### src/rtl/lmx_pkg.sv
// Package: shared codes and the configuration decoder for the lane mux controller.
// Assumes a configuration word of {ctl1, ctl0, flip}.
package lmx_pkg;

    localparam int ROUTE_W = 3;
    localparam logic [ROUTE_W-1:0] RT_OPEN = 3'd0;
    localparam logic [ROUTE_W-1:0] RT_USB  = 3'd1;
    localparam logic [ROUTE_W-1:0] RT_DP0  = 3'd4;
    localparam logic [ROUTE_W-1:0] RT_DP1  = 3'd5;
    localparam logic [ROUTE_W-1:0] RT_DP2  = 3'd6;
    localparam logic [ROUTE_W-1:0] RT_DP3  = 3'd7;

    localparam logic [1:0] AUX_OPEN = 2'd0;
    localparam logic [1:0] AUX_NORM = 2'd1;
    localparam logic [1:0] AUX_SWAP = 2'd2;

    typedef enum logic [1:0] {
        RL_WAIT_HI = 2'd0,
        RL_WAIT_LO = 2'd1,
        RL_RUN     = 2'd2
    } release_state_t;

    typedef struct packed {
        logic [ROUTE_W-1:0] tx1;
        logic [ROUTE_W-1:0] rx1;
        logic [ROUTE_W-1:0] tx2;
        logic [ROUTE_W-1:0] rx2;
    } lane_routes_t;

    // Map a configuration word to the route code of each connector pair.
    function automatic lane_routes_t route_decode(logic [2:0] cfg);
        lane_routes_t r;
        r.tx1 = RT_OPEN;
        r.rx1 = RT_OPEN;
        r.tx2 = RT_OPEN;
        r.rx2 = RT_OPEN;
        case (cfg[2:1])
            2'b01: begin
                if (cfg[0]) begin
                    r.tx2 = RT_USB;
                    r.rx2 = RT_USB;
                end else begin
                    r.tx1 = RT_USB;
                    r.rx1 = RT_USB;
                end
            end
            2'b10: begin
                if (cfg[0]) begin
                    r.tx1 = RT_DP0;
                    r.rx1 = RT_DP1;
                    r.rx2 = RT_DP2;
                    r.tx2 = RT_DP3;
                end else begin
                    r.tx2 = RT_DP0;
                    r.rx2 = RT_DP1;
                    r.rx1 = RT_DP2;
                    r.tx1 = RT_DP3;
                end
            end
            2'b11: begin
                if (cfg[0]) begin
                    r.tx2 = RT_USB;
                    r.rx2 = RT_USB;
                    r.tx1 = RT_DP0;
                    r.rx1 = RT_DP1;
                end else begin
                    r.tx1 = RT_USB;
                    r.rx1 = RT_USB;
                    r.tx2 = RT_DP0;
                    r.rx2 = RT_DP1;
                end
            end
            default: ;
        endcase
        return r;
    endfunction

endpackage

### src/rtl/lmx_sync.sv
// Module: multi-stage synchronizer for a bus of independent level inputs.
// Assumes the inputs are slow levels; each bit is synchronized on its own.
module lmx_sync #(
    parameter int WIDTH  = 3,
    parameter int STAGES = 2
) (
    input  logic             clk,
    input  logic             rst_n,
    input  logic [WIDTH-1:0] d_async,
    output logic [WIDTH-1:0] q_sync
);

    logic [WIDTH-1:0] stage_q [STAGES];

    for (genvar s = 0; s < STAGES; s++) begin : g_stage
        if (s == 0) begin : g_first
            // Capture the asynchronous levels.
            always_ff @(posedge clk) begin
                if (!rst_n) stage_q[s] <= '0;
                else        stage_q[s] <= d_async;
            end
        end else begin : g_next
            // Pass the value on to the next stage.
            always_ff @(posedge clk) begin
                if (!rst_n) stage_q[s] <= '0;
                else        stage_q[s] <= stage_q[s-1];
            end
        end
    end

    assign q_sync = stage_q[STAGES-1];

endmodule

### src/rtl/lmx_release.sv
// Module: holds the block in forced USB mode after reset until the synchronized
// mode bit is seen high and then low. Assumes ctl0 is low while reset is applied.
module lmx_release (
    input  logic clk,
    input  logic rst_n,
    input  logic ctl0_s,
    output logic released
);
    import lmx_pkg::*;

    release_state_t state_q;

    // Step through the wait-high, wait-low and run states.
    always_ff @(posedge clk) begin
        if (!rst_n) begin
            state_q <= RL_WAIT_HI;
        end else begin
            case (state_q)
                RL_WAIT_HI: if (ctl0_s)  state_q <= RL_WAIT_LO;
                RL_WAIT_LO: if (!ctl0_s) state_q <= RL_RUN;
                default:                 state_q <= RL_RUN;
            endcase
        end
    end

    assign released = (state_q == RL_RUN);

    p_sticky_r3: assert property (@(posedge clk) disable iff (!rst_n)
        released |=> released)
        else $error("release state left before reset");

    p_release_low_r3: assert property (@(posedge clk) disable iff (!rst_n)
        $rose(released) |-> !$past(ctl0_s))
        else $error("release without ctl0 low");

endmodule

### src/rtl/lmx_aux_path.sv
// Module: AUX-to-sideband select. Follows the orientation while DisplayPort is
// enabled and opens the path after TIMEOUT_CYC consecutive low cycles of the enable.
// Assumes TIMEOUT_CYC is at least 2.
module lmx_aux_path #(
    parameter int TIMEOUT_CYC = 100000
) (
    input  logic       clk,
    input  logic       rst_n,
    input  logic       ctl1_eff,
    input  logic       flip_s,
    output logic [1:0] aux_sel
);
    import lmx_pkg::*;

    localparam int CNT_W = $clog2(TIMEOUT_CYC + 1);
    localparam logic [CNT_W-1:0] TO_C   = CNT_W'(TIMEOUT_CYC);
    localparam logic [CNT_W-1:0] TO_M1  = CNT_W'(TIMEOUT_CYC - 1);

    logic [CNT_W-1:0] low_cnt;

    // Count low cycles of the enable, saturating at the timeout.
    always_ff @(posedge clk) begin
        if (!rst_n)              low_cnt <= '0;
        else if (ctl1_eff)       low_cnt <= '0;
        else if (low_cnt != TO_C) low_cnt <= low_cnt + 1'b1;
    end

    // Track orientation while enabled; open once the timeout is reached.
    always_ff @(posedge clk) begin
        if (!rst_n)                aux_sel <= AUX_OPEN;
        else if (ctl1_eff)         aux_sel <= flip_s ? AUX_SWAP : AUX_NORM;
        else if (low_cnt == TO_M1) aux_sel <= AUX_OPEN;
    end

    p_aux_hold_r10: assert property (@(posedge clk) disable iff (!rst_n)
        (!ctl1_eff && low_cnt != TO_M1) |=> $stable(aux_sel))
        else $error("aux select changed before timeout");

    p_aux_map_r9: assert property (@(posedge clk) disable iff (!rst_n)
        ctl1_eff |=> (aux_sel != AUX_OPEN))
        else $error("aux open while enabled");

    p_cnt_bound_r10: assert property (@(posedge clk) disable iff (!rst_n)
        low_cnt <= TO_C)
        else $error("low counter overran");

endmodule

### src/rtl/lane_mux_ctrl.sv
// Module: top of the Type-C lane mux controller. Synchronizes the three strap
// levels, applies forced USB mode until released, and registers route codes,
// the configuration code and the AUX select. Assumes the pins are slow levels.
module lane_mux_ctrl #(
    parameter int CLK_HZ      = 50_000_000,
    parameter int AUX_OPEN_US = 2000,
    parameter int SYNC_STAGES = 2
) (
    input  logic       clk,
    input  logic       rst_n,
    input  logic       ctl1_pin,
    input  logic       ctl0_pin,
    input  logic       flip_pin,
    output logic [2:0] sel_tx1,
    output logic [2:0] sel_rx1,
    output logic [2:0] sel_tx2,
    output logic [2:0] sel_rx2,
    output logic [1:0] aux_sel,
    output logic [2:0] cfg_code,
    output logic       dp_enable
);
    import lmx_pkg::*;

    localparam int TIMEOUT_CYC = (CLK_HZ / 1_000_000) * AUX_OPEN_US;

    logic [2:0]   pins_s;
    logic         released;
    logic [2:0]   cfg_eff;
    logic         ctl1_eff;
    lane_routes_t routes;

    lmx_sync #(.WIDTH(3), .STAGES(SYNC_STAGES)) u_sync (
        .clk     (clk),
        .rst_n   (rst_n),
        .d_async ({ctl1_pin, ctl0_pin, flip_pin}),
        .q_sync  (pins_s)
    );

    lmx_release u_release (
        .clk      (clk),
        .rst_n    (rst_n),
        .ctl0_s   (pins_s[1]),
        .released (released)
    );

    // Choose the live pin word or the forced USB word.
    always_comb begin
        cfg_eff  = released ? pins_s : {1'b0, 1'b1, pins_s[0]};
        ctl1_eff = released & pins_s[2];
        routes   = route_decode(cfg_eff);
    end

    lmx_aux_path #(.TIMEOUT_CYC(TIMEOUT_CYC)) u_aux (
        .clk      (clk),
        .rst_n    (rst_n),
        .ctl1_eff (ctl1_eff),
        .flip_s   (pins_s[0]),
        .aux_sel  (aux_sel)
    );

    // Register the decoded configuration and route codes.
    always_ff @(posedge clk) begin
        if (!rst_n) begin
            cfg_code  <= 3'b010;
            dp_enable <= 1'b0;
            sel_tx1   <= RT_USB;
            sel_rx1   <= RT_USB;
            sel_tx2   <= RT_OPEN;
            sel_rx2   <= RT_OPEN;
        end else begin
            cfg_code  <= cfg_eff;
            dp_enable <= ctl1_eff;
            sel_tx1   <= routes.tx1;
            sel_rx1   <= routes.rx1;
            sel_tx2   <= routes.tx2;
            sel_rx2   <= routes.rx2;
        end
    end

    p_forced_usb_r2: assert property (@(posedge clk) disable iff (!rst_n)
        !released |=> (cfg_code[2:1] == 2'b01 && !dp_enable))
        else $error("forced USB not applied");

    p_pwrdn_open_r4: assert property (@(posedge clk) disable iff (!rst_n)
        (cfg_code[2:1] == 2'b00) |->
        (sel_tx1 == RT_OPEN && sel_rx1 == RT_OPEN && sel_tx2 == RT_OPEN && sel_rx2 == RT_OPEN))
        else $error("power down with a connected pair");

    p_dp4_full_r6: assert property (@(posedge clk) disable iff (!rst_n)
        (cfg_code[2:1] == 2'b10) |->
        (sel_tx1[2] && sel_rx1[2] && sel_tx2[2] && sel_rx2[2]))
        else $error("four-lane mode with a non-DP pair");

    p_usb_pair_r11: assert property (@(posedge clk) disable iff (!rst_n)
        (cfg_code[2:1] == 2'b01) |->
        ((sel_tx1 == RT_USB) == (sel_rx1 == RT_USB) && (sel_tx2 == RT_USB) == (sel_rx2 == RT_USB)
         && (sel_tx1 == RT_OPEN) != (sel_tx2 == RT_OPEN)))
        else $error("USB mode pair mismatch");

endmodule

### config.mk
export PLATFORM = sky130hd
export DESIGN_NAME = lane_mux_ctrl
export DESIGN_NICKNAME = d
export VERILOG_FILES = /design/src/rtl/lmx_pkg.sv /design/src/rtl/lmx_sync.sv /design/src/rtl/lmx_release.sv /design/src/rtl/lmx_aux_path.sv /design/src/rtl/lane_mux_ctrl.sv
export SDC_FILE = /design/constraint.sdc
export NUM_CORES = 1
export LEC_CHECK = 0
export BUFFER_PORTS_ARGS = -buffer_cell sky130_fd_sc_hd__buf_2
export CORE_MARGIN = 5
export CORE_UTILIZATION = 54
export CTS_CLUSTER_SIZE = 8
export DETAILED_ROUTE_END_ITERATION = 10
export PLACE_DENSITY = 0.75
export SLEW_MARGIN = 20
export SYNTH_ARGS = -nofsm -noshare
export SYNTH_HDL_FRONTEND = slang
export SYNTH_HIERARCHICAL = 1
export SYNTH_SLANG_ARGS = --single-unit
### constraint.sdc
create_clock -name clk -period 2.45 [get_ports clk]
set_input_delay 0.1225 -clock clk [delete_from_list [all_inputs] [get_ports clk]]
set_output_delay 0.1225 -clock clk [all_outputs]
set_load 0.005 [all_outputs]
==> impl_metrics.py <==
metrics = {
    "yosys": {
        "yosys_warnings": 6,
        "yosysUniqueCellTypes": 36,
        "synth_top_cell_by_area": "dfxtp_1",
        "syn_avg_cell_area_um2": 9.19,
        "synth_top_area_share_pct": 50.8,
        "synth_area_leaders": "dfxtp_1, xnor2_1, nand2_1",
        "synthFlopType": "dfxtp_1",
        "syn-num-nets": 170,
        "synthesis.area_um2": 1500,
        "syn_inst": 163,
        "ys_async_sr_fraction_pct": 0,
        "synth.cells.most_frequent": "dfxtp_1, nand2_1, nor2_1, inv_1, xnor2_1",
        "yosysMostFrequentCell": "dfxtp_1",
        "ys_seq_elements": 38,
        "synth_seq_area_share_pct": 50.8,
        "synth_edf_count": 0,
    },
    "cts": {
        "htreeDepth": 2,
        "clkTransAtPathRegs_ns": 0.10,
        "cts_tree": "done",
        "cts_resized": 0,
        "post_cts_buffers": 0,
        "clockBufferDepth": 2,
        "cts_root_buf": "clkbuf_4",
        "cts_buffers": 5,
        "clock-sinks": 38,
        "clk_latency_ns": 0.33,
    },
    "flow_run": {
        "maxCapViolCount": 0,
    },
    "placement": {
        "place_hpwl_mm": 1.92,
        "io_buffers": 22,
        "gp_congestion": 0.790,
    },
    "global_route": {
        "first_global_vias": 1130,
        "grt.total_usage_pct": 14.9,
        "overflow": 0,
        "grt_pass1_wl_mm": 4.79,
        "grt_max_degree": 19,
        "antenna_found_initial": 0,
    },
    "routing": {
        "drc": 0,
        "drt-pass1-iter-count": 4,
        "post_drt_wl_per_cell_um": 12.5,
        "antenna_left": 0,
        "drt-total-wl_mm": 2.73,
        "vias": 1190,
        "drtIter0Drc": 53,
        "via_per_inst": 5.43,
    },
    "sta": {
        "fin_skew_ns": 0.00817,
        "setup_violations": 0,
        "rsz0062_at_grt": "false",
        "relSlewSlack_pct": 63.1,
        "hold_violations": 0,
        "setup_tns_ns": 0,
        "finalCritPeriodShare_pct": 76.9,
        "worst_pin_slew_ns": 0.554,
        "maxSlewViolCount": 0,
        "period_needed_ns": 1.88,
        "max_clock_freq_mhz": 531,
    },
    "min_path": {
        "hold_path_class": "input pin to flip-flop",
    },
    "floorplan": {
        "core_area_um2": 2710,
        "std_cell_rows": 19,
        "die_w_um": 62.7,
        "die_h_um": 62.7,
        "dieArea_um2": 3930,
        "io_pins": 23,
        "initial_core_util_pct": 55.3,
    },
    "power": {
        "combPwrFrac_pct": 4.6,
        "p_int_mw": 0.754,
        "pwr-share-seq_pct": 65.8,
        "peakVddDrop_mv": 0.539,
        "p_switching_mw": 0.222,
        "pwr-share-clk_pct": 29.6,
        "leakagePower_nw": 0.663,
        "switching_share_pct": 22.8,
        "total_power_mw": 0.976,
        "p_per_area_nw_per_um2": 581,
    },
    "setup_path": {
        "slowest_stage": "or4_4",
        "cp.depth": 4,
        "slowest_delay_ns": 0.56,
        "r2r-start": "u_aux/low_cnt[12]$_SDFFE_PP0P_",
        "crit_path_end": "u_aux/aux_sel[0]$_SDFFE_PN0P_",
        "cp-end-kind": "flip-flop",
        "required_ns": 2.66,
        "arrival_ns": 2.10,
        "crit_buf_inv": 0,
        "critPathTopFamily": "simple AND/OR/NAND/NOR gates",
        "crit_start": "u_aux/low_cnt[12]$_SDFFE_PP0P_",
        "r2r-end": "u_aux/aux_sel[0]$_SDFFE_PN0P_",
        "rr_worst_depth": 4,
        "path_class": "flip-flop to flip-flop",
        "worstPathMaxFanout": 6,
        "crit_chain": "or4_1, or4_4, nor3_2, o22ai_1",
        "critPathLaunchType": "flip-flop",
        "rrSetupSlack_ns": 0.57,
    },
    "finish": {
        "diodes": 0,
        "regArea_um2": 761,
        "drive_gt1_share_pct": 18.6,
        "multi_input_area_um2": 651,
        "layout.nets": 195,
        "fill_cells": 246,
        "syn2layout_area_growth_pct": 12.1,
    },
    "run_status": {
        "status": "finished, final reports clean",
    },
}
==> per-stage QoR <==
stage | util (%) | instances | hold WS [ns] | setup slack (ns) | cell area [um2]
2_1_floorplan | - | 163 | 0.184 | 0.667 | 1500
3_3_place_gp | 59.1 | 209 | 0.328 | 0.618 | 1600
3_5_place_dp | 59.1 | 209 | 0.331 | 0.581 | 1600
4_1_cts | 62.0 | 219 | 0.0906 | 0.569 | 1680
5_1_grt | 62.0 | 219 | 0.0988 | 0.412 | 1680
6_report | 62.0 | 219 | 0.0960 | 0.566 | 1680
==> worst min path at each step <==
stage	endpoint	cells past startpoint	slack (ns)	from
6_report	cfg_code[1]$_SDFF_PN1_	2	0.1	rst_n
5_1_grt	cfg_code[1]$_SDFF_PN1_	2	0.1	rst_n
4_1_cts	cfg_code[1]$_SDFF_PN1_	2	0.09	rst_n
3_5_place_dp	u_sync/stage_q[0][2]$_SDFF_PN0_	2	0.33	ctl1_pin
3_3_place_gp	u_sync/stage_q[0][2]$_SDFF_PN0_	2	0.33	ctl1_pin
2_1_floorplan	cfg_code[1]$_SDFF_PN1_	1	0.18	rst_n
==> routing by layer <==
| layer | part of all wire, % | GRT usage [%] |
|---|---|---|
| met1 | 43 | 15.8 |
| met2 | 50 | 26.9 |
| met3 | 6.2 | 6.12 |
| met4 | 0.62 | 3.98 |
| met5 | 0 | 0 |
==> cell families (layout without fill, tap and decap cells) <==
logic type	count (synthesis)	in the layout	synth area share, %
buffers and inverters	18	43	5.76
DFF	38	38	50.8
and+or+nand+nor	75	75	27.3
adders and majority gates	2	2	1.67
muxes	2	2	1.34
xor gates and xnor gates	10	10	5.85
AOI/OAI and AO/OA	18	18	7.27
==> flip-flops by register name (all words and copies together) (netlist names) <==
name / count
sel_tx1: 3
cfg_code: 3
u_aux/aux_sel: 2
u_release/state_q: 2
sel_rx1: 1
sel_rx2: 1
sel_tx2: 3
u_sync/stage_q: 6
u_aux/low_cnt: 17
==> cell type report <==
class | instances | area share, %
repair buffers | 25 | 8.35
inverters | 11 | 2.46
well taps | 31 | 2.31
multi-input cells | 107 | 38.7
flip-flops and latches | 38 | 45.3
clock inverters | 2 | 0.596
clock buffers | 5 | 2.24
==> power groups by stage <==
| stage | registers (mW) | clock network [mW] | logic (mW) |
|---|---|---|---|
| floorplan | 0.654 | 0 | 0.0262 |
| global placement | 0.655 | 0 | 0.0389 |
| detailed placement | 0.656 | 0 | 0.0409 |
| CTS | 0.642 | 0.296 | 0.0452 |
| global route | 0.645 | 0.328 | 0.0509 |
| finish | 0.642 | 0.289 | 0.0449 |
==> cells in the final DEF (no fill, tap or decap), types with 3 or more instances in the layout <==
cell type,count
dfxtp_1,38
buf_2,22
nand2_1,18
nor2_1,13
inv_1,11
xnor2_1,8
nand3_1,7
nor3_1,6
and2_1,6
a21oi_1,5
clkbuf_4,5
nor2b_1,4
dlygate4sd3_1,3
nand4_1,3
o21ai_0,3
or3_1,3
nor4_1,3
==> repair_timing <==
action / CTS / global route
setup endpoints to repair: 0 / 0
hold buffers: 3 / 0
endpoints found under the hold margin: 3 / 0
Note: power is estimated with default switching activity, not from simulation.
